===== src/rtl/rxpm_pkg.sv =====
`timescale 1ns/1ps
package rxpm_pkg;
  localparam int LANE_W = 2;
  localparam logic [LANE_W-1:0] LANE_BAD = 2'b11;

  typedef enum logic [1:0] {
    MODE_OFF  = 2'b00,
    MODE_IDLE = 2'b01,
    MODE_RUN  = 2'b10
  } mode_e;
endpackage


===== src/rtl/rxpm_sync.sv =====
`timescale 1ns/1ps
module rxpm_sync #(
  parameter int W = 1,
  parameter logic [W-1:0] RST_VAL = '0
) (
  input  logic         clk_i,
  input  logic         rst_ni,
  input  logic [W-1:0] d_i,
  output logic [W-1:0] q_o
);
  logic [W-1:0] s1_q, s2_q;

  always_ff @(posedge clk_i or negedge rst_ni) begin
    if (!rst_ni) begin
      s1_q <= RST_VAL;
      s2_q <= RST_VAL;
    end else begin
      s1_q <= d_i;
      s2_q <= s1_q;
    end
  end

  assign q_o = s2_q;
endmodule


===== src/rtl/rxpm_debounce.sv =====
`timescale 1ns/1ps
module rxpm_debounce #(
  parameter int CYC = 4
) (
  input  logic clk_i,
  input  logic rst_ni,
  input  logic clr_i,
  input  logic d_i,
  output logic q_o
);
  localparam int CW = (CYC > 1) ? $clog2(CYC) : 1;
  localparam logic [CW-1:0] LAST = CW'(CYC - 1);

  logic [CW-1:0] cnt_q;
  logic          q_q;

  // q follows d only after d has differed from q for CYC cycles in a row
  always_ff @(posedge clk_i or negedge rst_ni) begin
    if (!rst_ni) begin
      cnt_q <= '0;
      q_q   <= 1'b0;
    end else if (clr_i) begin
      cnt_q <= '0;
      q_q   <= 1'b0;
    end else if (d_i == q_q) begin
      cnt_q <= '0;
    end else if (cnt_q == LAST) begin
      cnt_q <= '0;
      q_q   <= d_i;
    end else begin
      cnt_q <= cnt_q + 1'b1;
    end
  end

  assign q_o = q_q;
endmodule


===== src/rtl/rxpm_lock_timer.sv =====
`timescale 1ns/1ps
module rxpm_lock_timer #(
  parameter int CYC = 1024
) (
  input  logic clk_i,
  input  logic rst_ni,
  input  logic run_i,
  output logic done_o
);
  localparam int CW = $clog2(CYC + 1);
  localparam logic [CW-1:0] LAST = CW'(CYC - 1);

  logic [CW-1:0] cnt_q;
  logic          done_q;

  always_ff @(posedge clk_i or negedge rst_ni) begin
    if (!rst_ni) begin
      cnt_q  <= '0;
      done_q <= 1'b0;
    end else if (!run_i) begin
      cnt_q  <= '0;
      done_q <= 1'b0;
    end else if (!done_q) begin
      if (cnt_q == LAST) done_q <= 1'b1;
      else               cnt_q  <= cnt_q + 1'b1;
    end
  end

  assign done_o = done_q;
endmodule


===== src/rtl/rx_pwr_mode_ctrl.sv =====
`timescale 1ns/1ps
module rx_pwr_mode_ctrl
  import rxpm_pkg::*;
#(
  parameter int DEB_CYC  = 4,
  parameter int LOCK_CYC = 1024,
  parameter int BW_W     = 2
) (
  input  logic              clk_i,
  input  logic              rst_ni,
  input  logic              shdn_ni,
  input  logic              link_det_i,
  input  logic [LANE_W-1:0] lane_sel_i,
  input  logic [BW_W-1:0]   pll_bw_i,
  output logic [1:0]        mode_o,
  output logic              core_rst_no,
  output logic              out_en_o,
  output logic [LANE_W-1:0] lane_cfg_o,
  output logic [BW_W-1:0]   bw_cfg_o,
  output logic              cfg_err_o
);
  logic [1:0] sync_d, sync_q;
  logic       shdn_s, link_s, link_ok, lock_done;
  mode_e      st_q, st_d;

  logic [LANE_W-1:0] lane_q;
  logic [BW_W-1:0]   bw_q;
  logic              err_q, run_q;

  assign sync_d = {shdn_ni, link_det_i};

  rxpm_sync #(.W(2), .RST_VAL(2'b00)) u_sync (
    .clk_i (clk_i),
    .rst_ni(rst_ni),
    .d_i   (sync_d),
    .q_o   (sync_q)
  );

  assign shdn_s = sync_q[1];
  assign link_s = sync_q[0];

  // filter held cleared while shutdown is requested
  rxpm_debounce #(.CYC(DEB_CYC)) u_deb (
    .clk_i (clk_i),
    .rst_ni(rst_ni),
    .clr_i (~shdn_s),
    .d_i   (link_s),
    .q_o   (link_ok)
  );

  rxpm_lock_timer #(.CYC(LOCK_CYC)) u_lock (
    .clk_i (clk_i),
    .rst_ni(rst_ni),
    .run_i (st_q == MODE_RUN),
    .done_o(lock_done)
  );

  // shutdown has priority over every link event
  always_comb begin
    st_d = st_q;
    unique case (st_q)
      MODE_OFF:  if (shdn_s) st_d = MODE_IDLE;
      MODE_IDLE: begin
        if (!shdn_s)                st_d = MODE_OFF;
        else if (link_ok && !err_q) st_d = MODE_RUN;
      end
      MODE_RUN: begin
        if (!shdn_s)      st_d = MODE_OFF;
        else if (!link_ok) st_d = MODE_IDLE;
      end
      default: st_d = MODE_OFF;
    endcase
  end

  always_ff @(posedge clk_i or negedge rst_ni) begin
    if (!rst_ni) begin
      st_q  <= MODE_OFF;
      run_q <= 1'b0;
    end else begin
      st_q  <= st_d;
      run_q <= (st_d == MODE_RUN);
    end
  end

  // configuration: captured on the release edge, cleared on entry to off
  always_ff @(posedge clk_i or negedge rst_ni) begin
    if (!rst_ni) begin
      lane_q <= '0;
      bw_q   <= '0;
      err_q  <= 1'b0;
    end else if (st_d == MODE_OFF) begin
      lane_q <= '0;
      bw_q   <= '0;
      err_q  <= 1'b0;
    end else if (st_q == MODE_OFF) begin
      lane_q <= lane_sel_i;
      bw_q   <= pll_bw_i;
      err_q  <= (lane_sel_i == LANE_BAD);
    end
  end

  assign mode_o      = st_q;
  assign core_rst_no = run_q;
  assign out_en_o    = (st_q == MODE_RUN) && lock_done;
  assign lane_cfg_o  = lane_q;
  assign bw_cfg_o    = bw_q;
  assign cfg_err_o   = err_q;
endmodule


===== config.mk =====
export PLATFORM = sky130hd
export DESIGN_NAME = rx_pwr_mode_ctrl
export DESIGN_NICKNAME = d
export VERILOG_FILES = /design/src/rtl/rxpm_pkg.sv /design/src/rtl/rxpm_sync.sv /design/src/rtl/rxpm_debounce.sv /design/src/rtl/rxpm_lock_timer.sv /design/src/rtl/rx_pwr_mode_ctrl.sv
export SDC_FILE = /design/constraint.sdc
export NUM_CORES = 1
export LEC_CHECK = 0
export BUFFER_PORTS_ARGS = -buffer_cell sky130_fd_sc_hd__buf_2
export CAP_MARGIN = 20
export CELL_PAD_IN_SITES_DETAIL_PLACEMENT = 1
export CELL_PAD_IN_SITES_GLOBAL_PLACEMENT = 1
export CORE_MARGIN = 3
export CORE_UTILIZATION = 43
export CTS_CLUSTER_SIZE = 28
export DETAILED_ROUTE_END_ITERATION = 10
export PLACE_DENSITY = 0.82
export SYNTH_ARGS = -nofsm -noshare
export SYNTH_HDL_FRONTEND = slang
export SYNTH_SLANG_ARGS = --single-unit
export TNS_END_PERCENT = 5

===== constraint.sdc =====
create_clock -name clk_i -period 1.9 [get_ports clk_i]
set_input_delay 0.38 -clock clk_i [delete_from_list [all_inputs] [get_ports clk_i]]
set_output_delay 0.38 -clock clk_i [all_outputs]
set_load 0.02 [all_outputs]

==> metrics.txt <==
global-route layer with the greatest usage met2; number of buffers added by the clock tree synthesis step 3; register-to-register path setup slack 0.17 ns; post-synthesis average cell area between 10 and 15 um2; highest clock frequency the design can meet between 0.5 and 0.6 GHz; count of pins over their slew limit 0; area of combinational cells with multiple inputs 548 um2; PostCTS Resize Cnt 0; CTS hold repair buffers 0; crit end category primary output; post-synthesis cell type count 36; Top Ports 17; startpoint-to-endpoint class of the critical path reg2out; CP Max Fanout 12; area occupied by registers about 680 um2; launch instance of the worst register-to-register path u_lock.cnt_q[0]; share of layout cells above drive strength 1 between 10% and 20%; Setup Viol. Count Final 0; main area contributors after synthesis sky130_fd_sc_hd__dfrtp_1 54%, sky130_fd_sc_hd__nand2_1 4.2%, sky130_fd_sc_hd__a21oi_1 3.6%, sky130_fd_sc_hd__mux2i_1 3.2%, sky130_fd_sc_hd__o21ai_0 3.2%; clock-pin slew reported for the worst setup and hold paths after clock tree synthesis 0.15 ns; pin count of the biggest net entering global routing 28; total number of H-tree levels 1; Syn Std Cell Area between 1000 and 1500 um2; DRT antenna net count 0; total of buffers placed on input and output ports 16; GR Layer Usage met1 a little under a quarter; wire length of the first global-routing pass roughly 4800 um; Ys Warns 0; placer congestion estimate 0.767; Leak Pwr 0.641 nW; Post-CTS Setup Inserts 0; Chip Width roughly 60 um; average via count per standard cell 5.63; outcome completed; post-synthesis to final-layout area growth 12.6%; portion of the clock cycle consumed by the worst path in the final layout between 90 and 100%; cells traversed along the worst timing path nand2b_1 -> nor2_1 -> buf_2; area enclosed by the die boundary between 3000 and 4000 um2; Pre-antenna DRT Iters 4; GRT Total Usage 18.1%; kind of launch point of the worst setup path flop; number of cells produced by synthesis roughly 120; reg-to-reg critical path endpoint u_lock.cnt_q[7]; Core Box Area 2610 um2; number of violations reported at the end of detailed-routing iteration 0 40; number of antenna violations at the first check in global routing 0; Detailed Place HPWL 2090 um; final worst hold slack approximately 0.027 ns; met3 demand-to-capacity share in global routing roughly 3.7%; clock latency reported for the late side of the worst-skew pair between 0.3 and 0.4 ns; cell at the root of the clock tree sky130_fd_sc_hd__clkbuf_4; via count between 900 and 1,000; worst slew margin relative to its limit between 60% and 70%; area share of the largest cell type after synthesis ~54%; setup repair after global routing missed its margin false; fraction of the yosys area taken by sequential cells approximately 54%; leftover overflow at the end of global routing 0; clock tree skew after final layout between 0.01 and 0.015 ns; Slew @ Worst Pin roughly 0.6 ns; IR drop worst, VDD 500 uV; cell at the slowest stage of the critical path sky130_fd_sc_hd__dfrtp_1; buffer depth of the longest clock path 2; final net count 150; max-capacitance violation count 0; number of failing hold endpoints at the final stage 0; Arrival @ worst endpoint around 1.4 ns; power density over the cells 650 nW/um2; Routed wire per std cell between 15 and 20 um; data required time at the worst endpoint ~1.5 ns; summed negative setup slack over all endpoints 0 ns; grt met2 use 31.2%; via count of the first global-routing pass approximately 1,000; R2R depth 5; post-route minimum period between 1.5 and 2 ns; worst stage delay on the critical path between 0.5 and 0.6 ns; number of clock sinks 27; Hold WC Path Type in2async; drt total wl around 2800 um; FF+latch count, synth 27; antenna diode count 0; Std-Cell Rows 18; clock tree from TritonCTS built; height of the chip 59.8 um; synthesized net count 129; total DRC errors in the routed layout 0; initial core utilization between 40 and 50%; Filler cells between 300 and 400; largest area contributor in the synthesized netlist sky130_fd_sc_hd__dfrtp_1
## worst max-delay path, delay by kind of cell, from the launching register on
kind                   cells  cell delay (ns)
flip-flops                 1             0.56
AND/OR/NAND/NOR            2             0.33
buffers and inverters      1             0.17
## report_power, final
group          internal, mW  switching, mW  leakage [nW]
sequential            0.588         0.0152         0.362
combinational        0.0227         0.0317         0.262
clock                0.0789          0.172        0.0177
total                 0.689          0.219         0.641
## layout make-up
class | count | area share (%)
clock buffers | 3 | 1.61
clock inverters | 1 | 0.358
inverters | 2 | 0.537
multi-input cells | 87 | 39.2
flip-flops and latches | 27 | 48.3
well taps | 30 | 2.68
repair buffers | 19 | 7.33
## layout by cell type (no fill, tap or decap), drive strengths merged, types with 2 or more instances in the layout
master,n
o21ai,9
ha,2
dfrtp,27
nand2,14
nand2b,3
nor2b,4
nand4,2
a21oi,9
mux2i,4
o31ai,2
and2,5
clkbuf,3
xnor2,2
buf,19
and3,2
nor3,4
nand3,3
nor2,6
inv,2
or4,2
## state kept, by name, summed over array words and instances, names as in the netlist
signal and count:
u_lock.cnt_q 11, bw_cfg_o 2, lane_cfg_o 2, mode_o 2
u_deb.cnt_q 2, u_sync.q_o 2, u_sync.s1_q 2, cfg_err_o 1
core_rst_no 1, u_deb.q_o 1, u_lock.done_o 1
## synth_stat cells
cell	number
sky130_fd_sc_hd__dfrtp_1	27
sky130_fd_sc_hd__nand2_1	14
sky130_fd_sc_hd__a21oi_1	9
sky130_fd_sc_hd__o21ai_0	8
sky130_fd_sc_hd__nor2_1	6
sky130_fd_sc_hd__and2_1	5
sky130_fd_sc_hd__mux2i_1	4
sky130_fd_sc_hd__nor2b_1	4
sky130_fd_sc_hd__nor3_1	4
sky130_fd_sc_hd__clkbuf_1	3
sky130_fd_sc_hd__nand2b_1	3
sky130_fd_sc_hd__and3_1	2
sky130_fd_sc_hd__ha_1	2
sky130_fd_sc_hd__inv_1	2
sky130_fd_sc_hd__nand3_1	2
sky130_fd_sc_hd__o31ai_1	2
sky130_fd_sc_hd__or4_1	2
sky130_fd_sc_hd__xnor2_1	2
sky130_fd_sc_hd__a2111oi_2	1
sky130_fd_sc_hd__a22oi_1	1
sky130_fd_sc_hd__a31o_1	1
sky130_fd_sc_hd__a31oi_1	1
sky130_fd_sc_hd__a41o_1	1
sky130_fd_sc_hd__a41oi_1	1
sky130_fd_sc_hd__and4_1	1
sky130_fd_sc_hd__and4b_1	1
sky130_fd_sc_hd__nand3_2	1
sky130_fd_sc_hd__nand3b_1	1
sky130_fd_sc_hd__nand4_1	1
sky130_fd_sc_hd__nand4_2	1
sky130_fd_sc_hd__o21ai_1	1
sky130_fd_sc_hd__o31a_1	1
sky130_fd_sc_hd__o41ai_1	1
sky130_fd_sc_hd__or3_1	1
sky130_fd_sc_hd__or3b_1	1
sky130_fd_sc_hd__xor2_1	1
## kinds of logic (layout without fill, tap and decap cells)
family,count (synthesis),after routing,synth area share (%)
buffers and inverters,5,25,1.51
adders and majority gates,2,2,2.01
xor gates and xnor gates,3,3,2.12
AOI/OAI and AO/OA,28,28,14.4
DFF,27,27,54.4
and+or+nand+nor,50,50,22.4
muxes,4,4,3.22
## per-layer routing
layer	part of all wire [%]	wire [um]
met1	46	1280
met3	3.9	108
met5	0	0
met4	1.1	30
met2	49	1360
## stage by stage
step	power (mW)	util [%]	cells	cell area, um2	setup slack, ns
after floorplan	0.637	-	119	1240	0.129
after global placement	0.666	52.5	165	1370	0.302
after detailed placement	0.670	52.5	165	1370	0.221
after CTS	0.919	53.5	169	1400	0.135
after global routing	0.950	53.5	169	1400	0.0280
final	0.909	53.5	169	1400	0.143
## worst max-delay path by stage
| stage | from | end | slack [ns] |
|---|---|---|---|
| 3_3_place_gp | u_lock.cnt_q[0] | u_lock.cnt_q[7] | 0.30 |
| 5_1_grt | u_lock.cnt_q[0] | u_lock.cnt_q[5] | 0.03 |
| 3_5_place_dp | u_lock.cnt_q[0] | u_lock.cnt_q[5] | 0.22 |
| 6_report | mode_o[0] | out_en_o | 0.14 |
| 4_1_cts | mode_o[0] | out_en_o | 0.14 |
| 2_1_floorplan | mode_o[0] | out_en_o | 0.13 |
No activity file was read; power rests on OpenSTA's default activity.
